===== src/rtl/spi_host_pkg.sv =====
package spi_host_pkg;

    localparam int DATA_W = 16;
    localparam int HALF_W = DATA_W / 2;
    localparam int ADDR_W = 3;

    typedef enum logic [ADDR_W-1:0] {
        REG_CTRL = 3'd0,
        REG_FLAG = 3'd1,
        REG_STAT = 3'd2,
        REG_TXB  = 3'd3,
        REG_RXB  = 3'd4,
        REG_BAUD = 3'd5
    } reg_addr_e;

    typedef enum logic [1:0] {
        START_ON_RXREAD  = 2'b00,
        START_ON_TXWRITE = 2'b01
    } start_mode_e;

    typedef struct packed {
        start_mode_e start_mode;
        logic        overwrite;
        logic        zero_fill;
        logic        lsb_first;
        logic        wide;
        logic        cpha;
        logic        cpol;
        logic        enable;
    } ctrl_t;

    localparam int CTRL_W = $bits(ctrl_t);

    typedef struct packed {
        logic underrun;
        logic overrun;
        logic tx_full;
        logic rx_full;
        logic idle;
    } stat_t;

    localparam int STAT_W = $bits(stat_t);

    // Reverse the low n bits of w, clearing the rest.
    function automatic logic [DATA_W-1:0] rev_low(input logic [DATA_W-1:0] w, input int n);
        logic [DATA_W-1:0] r;
        r = '0;
        for (int i = 0; i < DATA_W; i++) begin
            if (i < n) r[n-1-i] = w[i];
        end
        return r;
    endfunction

    // Word to shift image: the first bit on the line sits at the top.
    function automatic logic [DATA_W-1:0] to_line(input logic [DATA_W-1:0] w,
                                                  input logic lsb, input logic wide);
        logic [DATA_W-1:0] t;
        int n;
        n = wide ? DATA_W : HALF_W;
        t = wide ? w : {{HALF_W{1'b0}}, w[HALF_W-1:0]};
        if (lsb) t = rev_low(t, n);
        if (!wide) t = t << HALF_W;
        return t;
    endfunction

    // Collected bits (first received at the highest used bit) to a word.
    function automatic logic [DATA_W-1:0] from_line(input logic [DATA_W-1:0] s,
                                                    input logic lsb, input logic wide);
        logic [DATA_W-1:0] t;
        int n;
        n = wide ? DATA_W : HALF_W;
        t = wide ? s : {{HALF_W{1'b0}}, s[HALF_W-1:0]};
        if (lsb) t = rev_low(t, n);
        return t;
    endfunction

endpackage


===== src/rtl/spi_clk_div.sv =====
module spi_clk_div #(
    parameter int BAUD_W = 16
) (
    input  logic              clk,
    input  logic              rst,
    input  logic              run,
    input  logic [BAUD_W-1:0] divider,
    output logic              tick
);
    localparam logic [BAUD_W-1:0] MIN_HALF = BAUD_W'(2);

    logic [BAUD_W-1:0] half;
    logic [BAUD_W-1:0] cnt;

    assign half = (divider < MIN_HALF) ? MIN_HALF : divider;
    assign tick = run && (cnt == half - BAUD_W'(1));

    always_ff @(posedge clk) begin
        if (rst || !run || tick) cnt <= '0;
        else                     cnt <= cnt + BAUD_W'(1);
    end
endmodule


===== src/rtl/spi_shift_eng.sv =====
module spi_shift_eng import spi_host_pkg::*; #(
    parameter int W = DATA_W
) (
    input  logic         clk,
    input  logic         rst,
    input  logic         start,
    input  logic         tick,
    input  logic         cpha,
    input  logic         wide,
    input  logic [W-1:0] tx_img,
    input  logic         miso,
    output logic         mosi,
    output logic         phase,
    output logic         busy,
    output logic         done,
    output logic [W-1:0] rx_word
);
    localparam int EW = $clog2(2 * W);

    logic [W-1:0]  tx_sh;
    logic [W-1:0]  rx_sh;
    logic [EW-1:0] edge_q;
    logic [EW-1:0] last_edge;
    logic          sample_now;

    assign last_edge  = wide ? EW'(2 * W - 1) : EW'(W - 1);
    assign sample_now = (edge_q[0] == cpha);
    assign done       = busy && tick && (edge_q == last_edge);
    assign rx_word    = sample_now ? {rx_sh[W-2:0], miso} : rx_sh;
    assign mosi       = tx_sh[W-1];

    always_ff @(posedge clk) begin
        if (rst) begin
            busy   <= 1'b0;
            phase  <= 1'b0;
            edge_q <= '0;
            tx_sh  <= '0;
            rx_sh  <= '0;
        end else if (start) begin
            busy   <= 1'b1;
            phase  <= 1'b0;
            edge_q <= '0;
            tx_sh  <= tx_img;
            rx_sh  <= '0;
        end else if (busy && tick) begin
            phase  <= ~phase;
            edge_q <= edge_q + EW'(1);
            if (sample_now)          rx_sh <= {rx_sh[W-2:0], miso};
            else if (edge_q != '0)   tx_sh <= {tx_sh[W-2:0], 1'b0};
            if (edge_q == last_edge) busy <= 1'b0;
        end
    end
endmodule


===== src/rtl/spi_ss_drive.sv =====
module spi_ss_drive import spi_host_pkg::*; #(
    parameter int NSS = 4
) (
    input  logic              clk,
    input  logic              rst,
    input  logic              wr,
    input  logic [DATA_W-1:0] wdata,
    output logic [NSS-1:0]    ss_en,
    output logic [NSS-1:0]    ss_lvl,
    output logic [DATA_W-1:0] readback
);
    localparam int LVL_OFS = HALF_W;

    for (genvar i = 0; i < NSS; i++) begin : g_line
        always_ff @(posedge clk) begin
            if (rst) begin
                ss_en[i]  <= 1'b0;
                ss_lvl[i] <= 1'b1;
            end else if (wr) begin
                ss_en[i]  <= wdata[i];
                ss_lvl[i] <= wdata[LVL_OFS + i];
            end
        end
    end

    always_comb begin
        readback = '0;
        readback[NSS-1:0]               = ss_en;
        readback[LVL_OFS+NSS-1:LVL_OFS] = ss_lvl;
    end
endmodule


===== src/rtl/spi_host_ctrl.sv =====
module spi_host_ctrl import spi_host_pkg::*; #(
    parameter int NSS    = 4,
    parameter int BAUD_W = 16
) (
    input  logic              clk,
    input  logic              rst,
    input  logic              bus_wr,
    input  logic              bus_rd,
    input  logic [ADDR_W-1:0] bus_addr,
    input  logic [DATA_W-1:0] bus_wdata,
    output logic [DATA_W-1:0] bus_rdata,
    output logic              irq,
    output logic              sclk,
    output logic              mosi,
    input  logic              miso,
    output logic [NSS-1:0]    ss_en,
    output logic [NSS-1:0]    ss_lvl
);
    localparam int OVR_BIT = 3;
    localparam int UND_BIT = 4;

    ctrl_t             ctrl;
    logic [BAUD_W-1:0] divider;
    logic [DATA_W-1:0] txbuf, rxbuf, last_word;
    logic              tx_full, rx_full, ovr, und;

    logic wr_ctrl, wr_flag, wr_stat, wr_txb, wr_baud, rd_rxb;
    logic busy, done, tick, phase, start;
    logic [DATA_W-1:0] pick_word, tx_img, rx_raw, flag_rb;
    stat_t stat;

    assign wr_ctrl = bus_wr && (bus_addr == REG_CTRL);
    assign wr_flag = bus_wr && (bus_addr == REG_FLAG);
    assign wr_stat = bus_wr && (bus_addr == REG_STAT);
    assign wr_txb  = bus_wr && (bus_addr == REG_TXB);
    assign wr_baud = bus_wr && (bus_addr == REG_BAUD);
    assign rd_rxb  = bus_rd && (bus_addr == REG_RXB);

    always_comb begin
        start = 1'b0;
        if (ctrl.enable && !busy) begin
            case (ctrl.start_mode)
                START_ON_TXWRITE: start = tx_full;
                START_ON_RXREAD:  start = rd_rxb;
                default:          start = 1'b0;
            endcase
        end
    end

    assign pick_word = tx_full ? txbuf : (ctrl.zero_fill ? '0 : last_word);
    assign tx_img    = to_line(pick_word, ctrl.lsb_first, ctrl.wide);

    spi_clk_div #(.BAUD_W(BAUD_W)) u_div (
        .clk     (clk),
        .rst     (rst),
        .run     (busy),
        .divider (divider),
        .tick    (tick)
    );

    spi_shift_eng #(.W(DATA_W)) u_eng (
        .clk     (clk),
        .rst     (rst),
        .start   (start),
        .tick    (tick),
        .cpha    (ctrl.cpha),
        .wide    (ctrl.wide),
        .tx_img  (tx_img),
        .miso    (miso),
        .mosi    (mosi),
        .phase   (phase),
        .busy    (busy),
        .done    (done),
        .rx_word (rx_raw)
    );

    spi_ss_drive #(.NSS(NSS)) u_ss (
        .clk      (clk),
        .rst      (rst),
        .wr       (wr_flag),
        .wdata    (bus_wdata),
        .ss_en    (ss_en),
        .ss_lvl   (ss_lvl),
        .readback (flag_rb)
    );

    always_ff @(posedge clk) begin
        if (rst) begin
            ctrl      <= '0;
            divider   <= '0;
            txbuf     <= '0;
            rxbuf     <= '0;
            last_word <= '0;
            tx_full   <= 1'b0;
            rx_full   <= 1'b0;
            ovr       <= 1'b0;
            und       <= 1'b0;
        end else begin
            if (wr_ctrl) ctrl    <= ctrl_t'(bus_wdata[CTRL_W-1:0]);
            if (wr_baud) divider <= bus_wdata[BAUD_W-1:0];
            if (wr_stat) begin
                if (bus_wdata[OVR_BIT]) ovr <= 1'b0;
                if (bus_wdata[UND_BIT]) und <= 1'b0;
            end
            if (rd_rxb) rx_full <= 1'b0;
            if (start) begin
                last_word <= pick_word;
                if (!tx_full) und <= 1'b1;
            end
            if (done) begin
                if (!rx_full || ctrl.overwrite)
                    rxbuf <= from_line(rx_raw, ctrl.lsb_first, ctrl.wide);
                if (rx_full) ovr <= 1'b1;
                rx_full <= 1'b1;
                tx_full <= 1'b0;
            end
            if (wr_txb) begin
                txbuf   <= bus_wdata;
                tx_full <= 1'b1;
            end
        end
    end

    assign stat = '{underrun: und, overrun: ovr, tx_full: tx_full,
                    rx_full: rx_full, idle: !busy};

    always_comb begin
        case (bus_addr)
            REG_CTRL: bus_rdata = DATA_W'(ctrl);
            REG_FLAG: bus_rdata = flag_rb;
            REG_STAT: bus_rdata = DATA_W'(stat);
            REG_TXB:  bus_rdata = txbuf;
            REG_RXB:  bus_rdata = rxbuf;
            REG_BAUD: bus_rdata = DATA_W'(divider);
            default:  bus_rdata = '0;
        endcase
    end

    assign irq  = ctrl.enable && !tx_full;
    assign sclk = ctrl.cpol ^ phase;
endmodule


===== config.mk =====
export PLATFORM = sky130hd
export DESIGN_NAME = spi_host_ctrl
export DESIGN_NICKNAME = d
export VERILOG_FILES = /design/src/rtl/spi_host_pkg.sv /design/src/rtl/spi_clk_div.sv /design/src/rtl/spi_shift_eng.sv /design/src/rtl/spi_ss_drive.sv /design/src/rtl/spi_host_ctrl.sv
export SDC_FILE = /design/constraint.sdc
export NUM_CORES = 1
export LEC_CHECK = 0
export BUFFER_PORTS_ARGS = -buffer_cell sky130_fd_sc_hd__buf_2
export CORE_MARGIN = 2
export CORE_UTILIZATION = 40
export DETAILED_ROUTE_END_ITERATION = 8
export PLACE_DENSITY = 0.54
export SYNTH_ARGS = -nofsm -noshare
export SYNTH_HDL_FRONTEND = slang
export SYNTH_SLANG_ARGS = --single-unit
export TNS_END_PERCENT = 20

===== constraint.sdc =====
create_clock -name clk -period 10.9 [get_ports clk]
set_input_delay 2.18 -clock clk [delete_from_list [all_inputs] [get_ports clk]]
set_output_delay 2.18 -clock clk [all_outputs]
set_load 0.03 [all_outputs]

==> flow_summary.ini <==
[power_and_ir_drop]
cellLeakagePower_nw = 2.96
switching_share_pct = 23.8
net-switching-power_mw = 0.295
p_per_area_nw_per_um2 = 145
ir_drop_mv = 0.0958
internal-power_mw = 0.941
power.share.clock_pct = 50.0
p_seq_share_pct = 42.4
power_frac_comb_pct = 7.6

[logic_synthesis]
yosysSeqAreaShare_pct = 37.0
syn_area_um2 = 7580
synth_edf_count = 0
syn_inst = 943
synth_commonest_cells = dfxtp_1, nand2_1, nor2_1
syn_nets = 971
synth_async_sr_flop_share_pct = 0
avgSynthCellArea_um2 = 8.04
yosys.cell_count.top_type = dfxtp_1
synth.area.top_cells = dfxtp_1, mux2i_1, nand2_1
yosys.area.top_type = dfxtp_1
yosys_warnings = 0
yosys.area.top_type_share_pct = 37.0
yosysUniqueCellTypes = 66
ys_seq_elements = 140
synth_ff_type = dfxtp_1

[sta]
rsz0062_at_grt = no
relSlewSlack_pct = 24.5
min_period_over_period_pct = 56.5
fin_ws_ns = 4.74
tightest_slew_ns = 1.13
fin_skew_ns = 0.00632
hold_violations = 0
whs_ns = 0.471
tns_ns = 0
period_minus_slack_ns = 6.16
slew_viol_final = 0
max_freq_ghz = 0.162
final-setup-viol-count = 0

[finish]
layout-drive-gt1-share_pct = 13.4
antennaDiodeCount = 0
syn_to_final_growth_pct = 12.2
fill_cells = 1845
final_cells = 1188
layout.nets = 970
final_area_um2 = 8510

[placed_design]
post-dp-hpwl_um = 15600
gp_congestion = 0.836
placedCellCount = 1157
post_dp_cell_area_um2 = 7880
io_buffer_count = 50
pre_cts_ws_ns = 4.78

[floorplan]
rows = 50
fp.coreArea_um2 = 18600
initial_core_util_pct = 40.7
chipHeight_um = 142
die_area_um2 = 20100
die_width_um = 142
ios = 51

[route]
wire_per_inst_um = 18.9
vias = 6787
drcViolationCount = 0
ant_nets = 0
viasPerCell = 5.71
routed_wirelength_um = 22400
dr.pass1.iters = 7
first_iter_violations = 680

[global_routing]
grt_pass1_vias = 6188
grt_max_degree = 74
grt_pass1_wl_um = 35600
grt_overflow = 0
antenna_found_initial = 0
track_usage_pct = 22.8

[cts]
cts_setup_buffers = 0
cts_resized = 0
postCtsHoldBufs = 0
clock_path_buffers = 2
path_clk_slew_ns = 0.06
cts_root_buffer = clkbuf_16
cts.sinks = 140
cts_tree = yes
cts_buffers = 17
clk_latency_ns = 0.42
htreeDepth = 4

[worst_hold_path]
hp-class = reg2reg

[critical_path]
cpMaxStageDelayCell = buf_2
required_ns = 8.72
crit_buf_inv = 2
cp_common_cell = buf_2
critical_path.max_fanout = 30
crit_chain = buf_2 > and2_1 > nor2b_1 > nand2_1 > o221ai_1 > buf_2
worst-r2r-setup-slack_ns = 6.10
endpoint_kind = primary output
start_kind = input pin
slowest_delay_ns = 0.53
critPathKind = in2out
path_delay_family = simple AND/OR/NAND/NOR gates
worstPathArrival_ns = 3.98

[run]
maxCapViolations = 0

[run_status]
outcome = complete, no violations
==> state kept, by name, summed over array words and instances, names as in the netlist <==
register and cells:
rx_full 1, und 1, u_ss.readback 8, u_eng.edge_q 5, ctrl 9, u_eng.rx_sh 16
last_word 16, u_eng.phase 1, u_eng.busy 1, u_eng.tx_sh 16, txbuf 16, tx_full 1
rxbuf 16, u_div.cnt 16, divider 16, ovr 1
==> power groups by stage <==
| stage | Sequential (mW) | Combinational (mW) | Clock [mW] |
|---|---|---|---|
| 2_1_floorplan | 0.532 | 0.0684 | 0 |
| 3_3_place_gp | 0.536 | 0.0920 | 0 |
| 3_5_place_dp | 0.535 | 0.0923 | 0 |
| 4_1_cts | 0.524 | 0.0925 | 0.629 |
| 5_1_grt | 0.525 | 0.102 | 0.652 |
| 6_report | 0.524 | 0.0933 | 0.618 |
==> tightest hold or removal path: stages, from the launching register on <==
cell and delay, ns:
dfxtp_1 0.32, nand2_1 0.05, a21oi_1 0.05
==> layer usage <==
| layer | routed length (µm) | global-route usage (%) | up-vias |
|---|---|---|---|
| met2 | 9750 | 33.4 | 209 |
| met3 | 1600 | 4.76 | 19 |
| met1 | 10700 | 33.9 | 3208 |
| met5 | 0 | 0 | - |
| li1 | - | - | 3351 |
| met4 | 328 | 6.16 | 0 |
==> through the flow <==
stage	utilization, %	total power [mW]
6_report	45.6	1.24
3_5_place_dp	42.3	0.628
5_1_grt	45.6	1.28
4_1_cts	45.6	1.25
2_1_floorplan	-	0.600
3_3_place_gp	42.3	0.628
==> area by class of cell <==
| cell class | instances | area (µm²) | share of cell area (%) |
|---|---|---|---|
| repair buffers | 59 | 320 | 3.77 |
| clock buffers | 20 | 457 | 5.37 |
| multi-input cells | 711 | 4420 | 51.9 |
| flip-flops and latches | 140 | 2800 | 33.0 |
| clock inverters | 11 | 168 | 1.97 |
| inverters | 13 | 48.8 | 0.574 |
| well taps | 234 | 293 | 3.44 |
==> path summary, 6_finish.rpt <==
check | startpoint | to | cells past startpoint
max | bus_addr[0] | bus_rdata[0] | 6
min | ctrl[6]$_SDFFE_PP0P_ | ctrl[6]$_SDFFE_PP0P_ | 2
max reg2reg | divider[7]$_SDFFE_PP0P_ | u_eng.tx_sh[9]$_SDFFE_PP0P_ | 11
min reg2reg | ctrl[6]$_SDFFE_PP0P_ | ctrl[6]$_SDFFE_PP0P_ | 2
==> cell usage in the layout, fill, tap and decap left out, types with 4 or more instances in the layout <==
cell type  netlist  layout
and3_1           8       8
nand3_1         26      26
a211o_1          6       6
mux2_2          19      19
clkbuf_16        0      17
a22o_1           8       8
dfxtp_1        140     139
a22oi_1         13      13
mux2i_1         56      56
o22ai_1         10      10
xnor2_1         15      15
nand2_1        138     138
a21oi_1         85      85
or4_1            4       4
and2_1           4       4
nor3_1          14      14
buf_2            5      49
bufinv_16        0       4
buf_4            0      10
a211oi_1        38      38
nor2b_1         16      16
a41oi_1         15      15
nand2b_1        17      17
xor2_1          17      16
nor2_1          92      92
o31ai_1          4       4
or3_1            5       5
o21ai_0         48      48
inv_1           13      13
ha_1             4       4
==> kinds of logic after synthesis <==
logic type               synth area share [%]
adder cells (fa/ha/maj)                 0.660
buffers and inverters                    4.85
multiplexers                             10.8
AND/OR/NAND/NOR                          21.4
XOR/XNOR                                 3.70
flip-flops                               37.0
AO/OA/AOI/OAI                            21.6
(Power assumes the default switching activity.)
